==> src/rtl/tlbl_pkg.sv <==
package tlbl_pkg;
  localparam int ADDR_W    = 32;
  localparam int PAGE_BITS = 13;
  localparam int VPN_W     = ADDR_W - PAGE_BITS;
  localparam int PID_W     = 8;

  localparam int FLG_X = 0;
  localparam int FLG_W = 1;
  localparam int FLG_K = 2;
  localparam int FLG_V = 3;
  localparam int FLG_G = 4;

  localparam int CFG_V = 16;
  localparam int CFG_X = 17;
  localparam int CFG_K = 18;
  localparam int CFG_W = 19;

  localparam logic [PID_W-1:0] PID_ANY = 8'hFF;

  localparam logic [3:0] VEC_NONE = 4'h0;
  localparam logic [3:0] VEC_MISS = 4'h8;
  localparam logic [3:0] VEC_INV  = 4'h9;
  localparam logic [3:0] VEC_PID  = 4'hA;
  localparam logic [3:0] VEC_WP   = 4'hB;

  localparam logic [1:0] ACC_RD = 2'b01;
  localparam logic [1:0] ACC_WR = 2'b10;

  typedef struct packed {
    logic [ADDR_W-1:0] hi;
    logic [ADDR_W-1:0] lo;
  } tlb_ent_t;
endpackage

==> src/rtl/tlbl_store.sv <==
module tlbl_store
  import tlbl_pkg::*;
#(
  parameter int NUM_WAYS = 4,
  parameter int SET_W    = 4,
  localparam int SETS    = 1 << SET_W,
  localparam int WAY_W   = (NUM_WAYS > 1) ? $clog2(NUM_WAYS) : 1
) (
  input  logic                      clk,
  input  logic                      rst_n,
  input  logic                      wr_en,
  input  logic [WAY_W-1:0]          wr_way,
  input  logic [SET_W-1:0]          wr_set,
  input  tlb_ent_t                  wr_ent,
  input  logic [SET_W-1:0]          rd_set,
  output tlb_ent_t [NUM_WAYS-1:0]   rd_ents
);
  for (genvar w = 0; w < NUM_WAYS; w++) begin : g_way
    tlb_ent_t mem [SETS];

    always_ff @(posedge clk) begin
      if (!rst_n) begin
        for (int s = 0; s < SETS; s++) mem[s] <= '0;
      end else if (wr_en && (wr_way == WAY_W'(w))) begin
        mem[wr_set] <= wr_ent;
      end
    end

    assign rd_ents[w] = mem[rd_set];
  end
endmodule

==> src/rtl/tlbl_match.sv <==
module tlbl_match
  import tlbl_pkg::*;
#(
  parameter int NUM_WAYS = 4
) (
  input  tlb_ent_t [NUM_WAYS-1:0] ents,
  input  logic [VPN_W-1:0]        vpn,
  output logic                    hit,
  output tlb_ent_t                hit_ent
);
  // Scan from the top way down so the lowest matching way wins.
  always_comb begin
    hit     = 1'b0;
    hit_ent = '0;
    for (int w = NUM_WAYS - 1; w >= 0; w--) begin
      if (ents[w].hi[ADDR_W-1:PAGE_BITS] == vpn) begin
        hit     = 1'b1;
        hit_ent = ents[w];
      end
    end
  end
endmodule

==> src/rtl/tlbl_check.sv <==
module tlbl_check
  import tlbl_pkg::*;
(
  input  logic               hit,
  input  tlb_ent_t           ent,
  input  logic               is_write,
  input  logic [PID_W-1:0]   pid,
  input  logic [ADDR_W-1:0]  cfg,
  output logic               fault,
  output logic [3:0]         vec
);
  logic [PID_W-1:0] ent_pid;
  logic             pid_bad;

  assign ent_pid = ent.hi[PID_W-1:0];
  assign pid_bad = !ent.lo[FLG_G] && (ent_pid != PID_ANY) && (ent_pid != pid);

  always_comb begin
    vec = VEC_NONE;
    if (!hit)                                         vec = VEC_MISS;
    else if (cfg[CFG_V] && !ent.lo[FLG_V])            vec = VEC_INV;
    else if (pid_bad)                                 vec = VEC_PID;
    else if (is_write && cfg[CFG_W] && !ent.lo[FLG_W]) vec = VEC_WP;
  end

  assign fault = (vec != VEC_NONE);
endmodule

==> src/rtl/tlb_lookup.sv <==
module tlb_lookup
  import tlbl_pkg::*;
#(
  parameter int NUM_WAYS = 4,
  parameter int SET_W    = 4,
  localparam int WAY_W   = (NUM_WAYS > 1) ? $clog2(NUM_WAYS) : 1,
  localparam int SEL_W   = SET_W + WAY_W
) (
  input  logic              clk,
  input  logic              rst_n,
  input  logic              mmu_en,
  input  logic [31:0]       mmu_cfg,
  input  logic [7:0]        cur_pid,
  input  logic              ld_en,
  input  logic [WAY_W-1:0]  ld_way,
  input  logic [SET_W-1:0]  ld_set,
  input  logic [31:0]       ld_hi,
  input  logic [31:0]       ld_lo,
  input  logic              req_valid,
  output logic              req_ready,
  input  logic [31:0]       req_vaddr,
  input  logic              req_write,
  output logic              rsp_valid,
  input  logic              rsp_ready,
  output logic [31:0]       rsp_paddr,
  output logic              rsp_fault,
  output logic [3:0]        rsp_vec,
  output logic [31:0]       cause_q,
  output logic [SEL_W-1:0]  refill_sel
);
  logic [VPN_W-1:0]          vpn;
  logic [SET_W-1:0]          set_idx;
  tlb_ent_t [NUM_WAYS-1:0]   set_ents;
  tlb_ent_t                  ld_ent;
  tlb_ent_t                  hit_ent;
  logic                      hit;
  logic                      chk_fault;
  logic [3:0]                chk_vec;
  logic                      accept;
  logic                      nx_fault;
  logic [3:0]                nx_vec;
  logic [31:0]               nx_paddr;

  assign vpn     = req_vaddr[ADDR_W-1:PAGE_BITS];
  assign set_idx = vpn[SET_W-1:0];
  assign ld_ent  = '{hi: ld_hi, lo: ld_lo};

  tlbl_store #(.NUM_WAYS(NUM_WAYS), .SET_W(SET_W)) u_store (
    .clk(clk), .rst_n(rst_n), .wr_en(ld_en), .wr_way(ld_way), .wr_set(ld_set),
    .wr_ent(ld_ent), .rd_set(set_idx), .rd_ents(set_ents)
  );

  tlbl_match #(.NUM_WAYS(NUM_WAYS)) u_match (
    .ents(set_ents), .vpn(vpn), .hit(hit), .hit_ent(hit_ent)
  );

  tlbl_check u_check (
    .hit(hit), .ent(hit_ent), .is_write(req_write), .pid(cur_pid), .cfg(mmu_cfg),
    .fault(chk_fault), .vec(chk_vec)
  );

  assign req_ready = !rsp_valid || rsp_ready;
  assign accept    = req_valid && req_ready;

  always_comb begin
    if (!mmu_en) begin
      nx_fault = 1'b0;
      nx_vec   = VEC_NONE;
      nx_paddr = req_vaddr;
    end else begin
      nx_fault = chk_fault;
      nx_vec   = chk_vec;
      nx_paddr = chk_fault ? '0
                           : {hit_ent.lo[ADDR_W-1:PAGE_BITS], req_vaddr[PAGE_BITS-1:0]};
    end
  end

  always_ff @(posedge clk) begin
    if (!rst_n) begin
      rsp_valid <= 1'b0;
      rsp_paddr <= '0;
      rsp_fault <= 1'b0;
      rsp_vec   <= VEC_NONE;
    end else if (accept) begin
      rsp_valid <= 1'b1;
      rsp_paddr <= nx_paddr;
      rsp_fault <= nx_fault;
      rsp_vec   <= nx_vec;
    end else if (rsp_ready) begin
      rsp_valid <= 1'b0;
    end
  end

  always_ff @(posedge clk) begin
    if (!rst_n) begin
      cause_q    <= '0;
      refill_sel <= '0;
    end else if (accept && nx_fault) begin
      cause_q <= {vpn, 3'b000, (req_write ? ACC_WR : ACC_RD), cur_pid};
      if (nx_vec == VEC_MISS) refill_sel <= {{WAY_W{1'b0}}, set_idx};
    end
  end


  stall_hold_chk: assert property (@(posedge clk) disable iff (!rst_n)
    rsp_valid && !rsp_ready |=> rsp_valid && $stable(rsp_paddr) && $stable(rsp_vec));


  stall_block_chk: assert property (@(posedge clk) disable iff (!rst_n)
    rsp_valid && !rsp_ready |-> !req_ready);


  vec_range_chk: assert property (@(posedge clk) disable iff (!rst_n)
    rsp_valid && rsp_fault |-> (rsp_vec >= VEC_MISS) && (rsp_vec <= VEC_WP));


  miss_sel_chk: assert property (@(posedge clk) disable iff (!rst_n)
    accept && mmu_en && !hit |=> refill_sel == {{WAY_W{1'b0}}, $past(req_vaddr[PAGE_BITS+SET_W-1:PAGE_BITS])});


  cause_keep_chk: assert property (@(posedge clk) disable iff (!rst_n)
    !(accept && nx_fault) |=> $stable(cause_q));


  bypass_chk: assert property (@(posedge clk) disable iff (!rst_n)
    accept && !mmu_en |=> !rsp_fault && rsp_paddr == $past(req_vaddr));
endmodule

==> config.mk <==
export PLATFORM = sky130hd
export DESIGN_NAME = tlb_lookup
export DESIGN_NICKNAME = d
export VERILOG_FILES = /design/src/rtl/tlbl_pkg.sv /design/src/rtl/tlbl_store.sv /design/src/rtl/tlbl_match.sv /design/src/rtl/tlbl_check.sv /design/src/rtl/tlb_lookup.sv
export SDC_FILE = /design/constraint.sdc
export NUM_CORES = 2
export LEC_CHECK = 0
export BUFFER_PORTS_ARGS = -buffer_cell sky130_fd_sc_hd__buf_2
export CORE_MARGIN = 5
export CORE_UTILIZATION = 60
export DETAILED_ROUTE_END_ITERATION = 10
export PLACE_DENSITY = 0.77
export SLEW_MARGIN = 20
export SYNTH_ARGS = -nofsm -noshare
export SYNTH_HDL_FRONTEND = slang
export SYNTH_HIERARCHICAL = 1
export SYNTH_SLANG_ARGS = --single-unit
==> constraint.sdc <==
create_clock -name clk -period 17.3 [get_ports clk]
set_input_delay 1.73 -clock clk [delete_from_list [all_inputs] [get_ports clk]]
set_output_delay 1.73 -clock clk [all_outputs]
set_load 0.02 [all_outputs]
# Yosys cells after proc, flatten, opt, wreduce, memory -nomap -nowiden
# Memories as Yosys holds them, arrays and structs flattened.
# Index checks and enable logic that the tools add are counted.
op_classes:
  add_sub_neg: 0
  n_mul: 0
  n_div: 0
  n_lt_le_gt_ge: 0
  n_eq_ne: 10
  n_shift: 0
  n_mux: 44
  n_bitwise: 0
  reduce_logical: 24
op_table:
  columns: ["cell", "count"]
  rows:
  - ["$mux 64", 4]
  - ["$reduce_or 64->1", 4]
  - ["$mux 40", 4]
  - ["$eq 19x19->1", 4]
  - ["$mux 32", 2]
  - ["$mux 4", 9]
  - ["$mux 1", 24]
  - ["$logic_and 1x1->1", 11]
  - ["$ne 8x8->1", 1]
  - ["$ne 8x8->1 const B", 1]
  - ["$eq 2x2->1 const B", 2]
  - ["$eq 4x4->1 const B", 1]
  - ["$logic_not 1->1", 4]
  - ["$reduce_bool 4->1", 1]
  - ["$eq 2x1->1 const B", 1]
  - ["$logic_not 2->1", 1]
  - ["$mux 2", 1]
  - ["$reduce_and 2->1", 1]
  - ["$reduce_bool 2->1", 1]
  - ["$logic_or 1x1->1", 1]
word_totals:
  register_bits: 71
  latch_bits: 0
  ramBits: 4096
  romBits: 0
  word_cells: 88
  mem_count: 4
memory_table:
  columns: ["memory", "depth", "width", "read_ports", "rd_ports_with_merged_regs", "write_ports", "line", "source"]
  rows:
  - ["u_store.g_way[0].mem", 16, 64, 1, 0, 16, "tlbl_store.sv:19", "tlb_ent_t mem [SETS];"]
  - ["u_store.g_way[1].mem", 16, 64, 1, 0, 16, "tlbl_store.sv:19", null]
  - ["u_store.g_way[2].mem", 16, 64, 1, 0, 16, "tlbl_store.sv:19", null]
  - ["u_store.g_way[3].mem", 16, 64, 1, 0, 16, "tlbl_store.sv:19", null]

# Logic depth before layout (Yosys ltp)
# An unclocked memory read counts as a cell.
depth:
  depth_word: 16
  depth_mapped: 25
  ltp_nobuf: 18

# By module
# Netlist, hierarchy kept.
by_module_without_submodules:
  columns: ["mod", "n_inst", "cells_per_inst", "area_per_inst_um2", "seq_area_each_um2"]
  rows:
  - ["tlbl_store", 1, 11625, 182714.0, 122998.0]
  - ["tlbl_match", 1, 424, 3099.2, 0.0]
  - ["tlb_lookup", 1, 325, 2840.2, 1421.4]
  - ["tlbl_check", 1, 27, 187.7, 0.0]

# Worst setup path after synthesis
# Ideal clock, no wire load.
synth_timing:
  path_type: "input to register"
  start: "in ld_way[1]"
  end: "mem u_store/g_way[0].mem[15][0] in the netlist's numbering, enable pin"
  setup_time_ns: 0.575
  t_arrival_ns: 6.972
  t_required_ns: 16.725
  path_slack_ns: 9.753
  cell_stages: 4
  path_buffers: 2
  path_cell_list: "or3_1 clkbuf_1 buf_2 o21ai_0"
synth_rtl:
  columns: ["item", "line", "source"]
  rows:
  - ["start: declaration", "tlb_lookup.sv:15", "input logic [WAY_W-1:0] ld_way,"]
  - ["end: declaration", "tlbl_store.sv:19", null]

==> flow_summary.yaml <==
sta:
  fmax_mhz: 97.4
  rsz0062_at_grt: "false"
  period_share_pct: 59.4
  finalHoldViolCount: 0
  drv_slew: 0
  max_slew.worst_pin.slew_ns: 1.33
  setup_viol: 0
  setup_tns_ns: 0
  period_needed_ns: 10.27
  slew_headroom_pct: 11.0
  skew_ns: 0.0667
hold_path:
  holdPathStages: 2
  holdCritStartpoint: "cause_q[4]"
  min_path_type: "reg2reg"
  holdPathEnd: "cause_q[4]"
power:
  clkPwrFrac_pct: 39.7
  intPower_uw: 13300
  combinationalPowerShare_pct: 8.0
  p_switching_uw: 3990
  swShare_pct: 23.1
  power_density_nw_per_um2: 108
  ir_worst_vdd_uv: 107
  seq_power_share_pct: 52.4
  p_leak_uw: 0.0556
cts:
  cts_resized: 0
  cts_max_path_buffers: 4
  cts_tree: "done"
  h-tree-depth: 5
  cts_setup_buffers: 0
  root_buffer: "clkbuf_16"
  cts_buffers: 339
  worstSkewPairLatency_ns: 0.97
  hold_buffers: 0
  clk_pin_slew_ns: 0.06
  numClockSinks: 3207
drt:
  drt-total-wl_mm: 454
  via_count: 87400
  drt_iter0_drc: 14100
  first_pass_iters: 8
  wire_per_inst_um: 35.4
  viasPerCell: 6.82
  drc: 0
  ant_nets: 0
floorplanning:
  core_um2: 243000
  design.die.area_um2: 253000
  die_h_um: 503
  dieWidth_um: 503
  start_util_pct: 60.1
  num_rows: 181
  ios: 226
global_route:
  grt_pass1_wl_mm: 636
  gr-total-overflow: 0
  antenna_found_initial: 60
  first_global_vias: 88400
  grt_max_degree: 113
  grt_use_total_pct: 35.9
critical_path:
  cp-start-kind: "input port"
  reg2regPathDepth: 18
  r2r_start: "u_store/g_way[3].mem[11][59]"
  reg2reg_to: "cause_q[27]"
  cp_max_fo: 64
  cp-end-kind: "flip-flop"
  reg2reg_slack_ns: 9.37
  crit_required_ns: 18.20
  arrival_ns: 11.17
  crit_type: "in2reg"
yosys:
  yosysWarnings: 6
  syn-cell-area_um2: 146000
  avgSynthCellArea_um2: 15.0
  syn_inst: 9755
final_layout:
  nNetsFinal: 9496
  multi_input_area_um2: 46500
  fill_cells: 16200
  stdcell_count: 12800
  final_util_pct: 65.8
  final_area_um2: 160000
  drive_above_1_share_pct: 18.2
  seq_area_um2: 95600
  area_delta_synth_final_pct: 9.35
run_status:
  status: "completed"
placed_design:
  gp_congestion: 0.948
  dp_hpwl_mm: 228
  dpl_cell_area_um2: 149000
  port_buffers: 175
  place_inst: 12200
flow_run:
  drv_cap: 0
-- critical path, cell delays in order --
cell and delay, ns:
buf_8 0.52, buf_4 0.56, buf_4 0.66, mux4_2 0.60
a22oi_1 0.24, nand2_1 0.10, xnor2_1 0.37, nand4_1 0.18
nor4_2 0.80, o211ai_4 0.53, o2111ai_1 1.17, o221a_2 0.41
xor2_1 0.16, nor4_1 0.10, a21o_2 0.25, nand4_1 0.30
nand2_1 0.57, nor3b_4 0.98, buf_4 0.55, nand2_1 0.11
a21boi_1 0.17
-- power groups by stage --
stage                     clock [uW]  combinational, uW  sequential (uW)
after floorplan                    0                785             9190
after global placement             0               1300             9150
after detailed placement           0               1310             9190
after CTS                       6860               1320             9030
after global routing            7200               1400             9060
final                           6840               1370             9040
-- flip-flops by register name, indices dropped and copies added, names as in the netlist --
register	count
rsp_valid	1
rsp_vec	4
rsp_fault	1
u_store/g_way.mem	3136
cause_q	29
rsp_paddr	32
refill_sel	4
-- cell usage in the layout, fill, tap and decap left out, types with 5 or more instances in the layout --
| cell type | instances |
|---|---|
| o2111ai_1 | 28 |
| a22oi_1 | 420 |
| xor2_1 | 14 |
| buf_4 | 271 |
| a21boi_0 | 18 |
| a21oi_1 | 10 |
| a221oi_1 | 18 |
| nor2b_4 | 6 |
| nor2_1 | 24 |
| xnor2_1 | 70 |
| o221a_2 | 30 |
| edfxtp_1 | 3136 |
| mux4_2 | 686 |
| inv_1 | 35 |
| nand4_1 | 26 |
| o21ai_4 | 64 |
| clkinvlp_4 | 5 |
| bufinv_16 | 17 |
| and2_1 | 3136 |
| o22ai_1 | 8 |
| nor2_4 | 68 |
| nand2b_1 | 5 |
| o21ai_0 | 6 |
| buf_2 | 161 |
| dfxtp_1 | 71 |
| diode_2 | 42 |
| nand2_1 | 280 |
| nor3b_1 | 18 |
| clkinv_2 | 53 |
| buf_12 | 5 |
| inv_6 | 6 |
| nand3_1 | 103 |
| mux2i_1 | 211 |
| a21boi_1 | 28 |
| conb_1 | 6 |
| clkinv_1 | 65 |
| clkbuf_16 | 345 |
| clkbuf_1 | 76 |
-- layout make-up --
type,instances,area share [%]
well taps,3202,2.51
clock buffers,425,5.63
clock inverters,150,0.732
inverters,35,0.0824
multi-input cells,5323,29.2
diodes,42,0.0659
repair buffers,441,1.88
flip-flops and latches,3207,59.9
-- worst max path at each step --
stage	from	to	cells past startpoint	slack (ns)
finish	req_vaddr[13]	cause_q[27]	21	7.03
global route	req_vaddr[13]	cause_q[9]	21	6.61
CTS	req_vaddr[13]	cause_q[9]	21	7.61
detailed placement	req_vaddr[13]	cause_q[26]	21	6.63
global placement	req_vaddr[13]	cause_q[27]	21	6.50
floorplan	ld_way[1]	u_store/g_way[0].mem[15][13]	4	10.85
-- per-stage QoR --
step	worst slack, ns	total power, uW	hold WS (ns)
after floorplan	10.85	9970	0.532
after global placement	6.50	10400	0.445
after detailed placement	6.63	10500	0.448
after CTS	7.61	17200	0.457
after global routing	6.61	17700	0.472
final	7.03	17200	0.454
-- routing by layer --
layer	GRT usage, %	share of wire, %	wire, um
met5	0.400	0.13	582
met4	21.7	7.4	33600
met1	44.2	32	143000
met3	14.3	17	75500
met2	53.9	44	201000
Power figures use the tool's default switching activity.
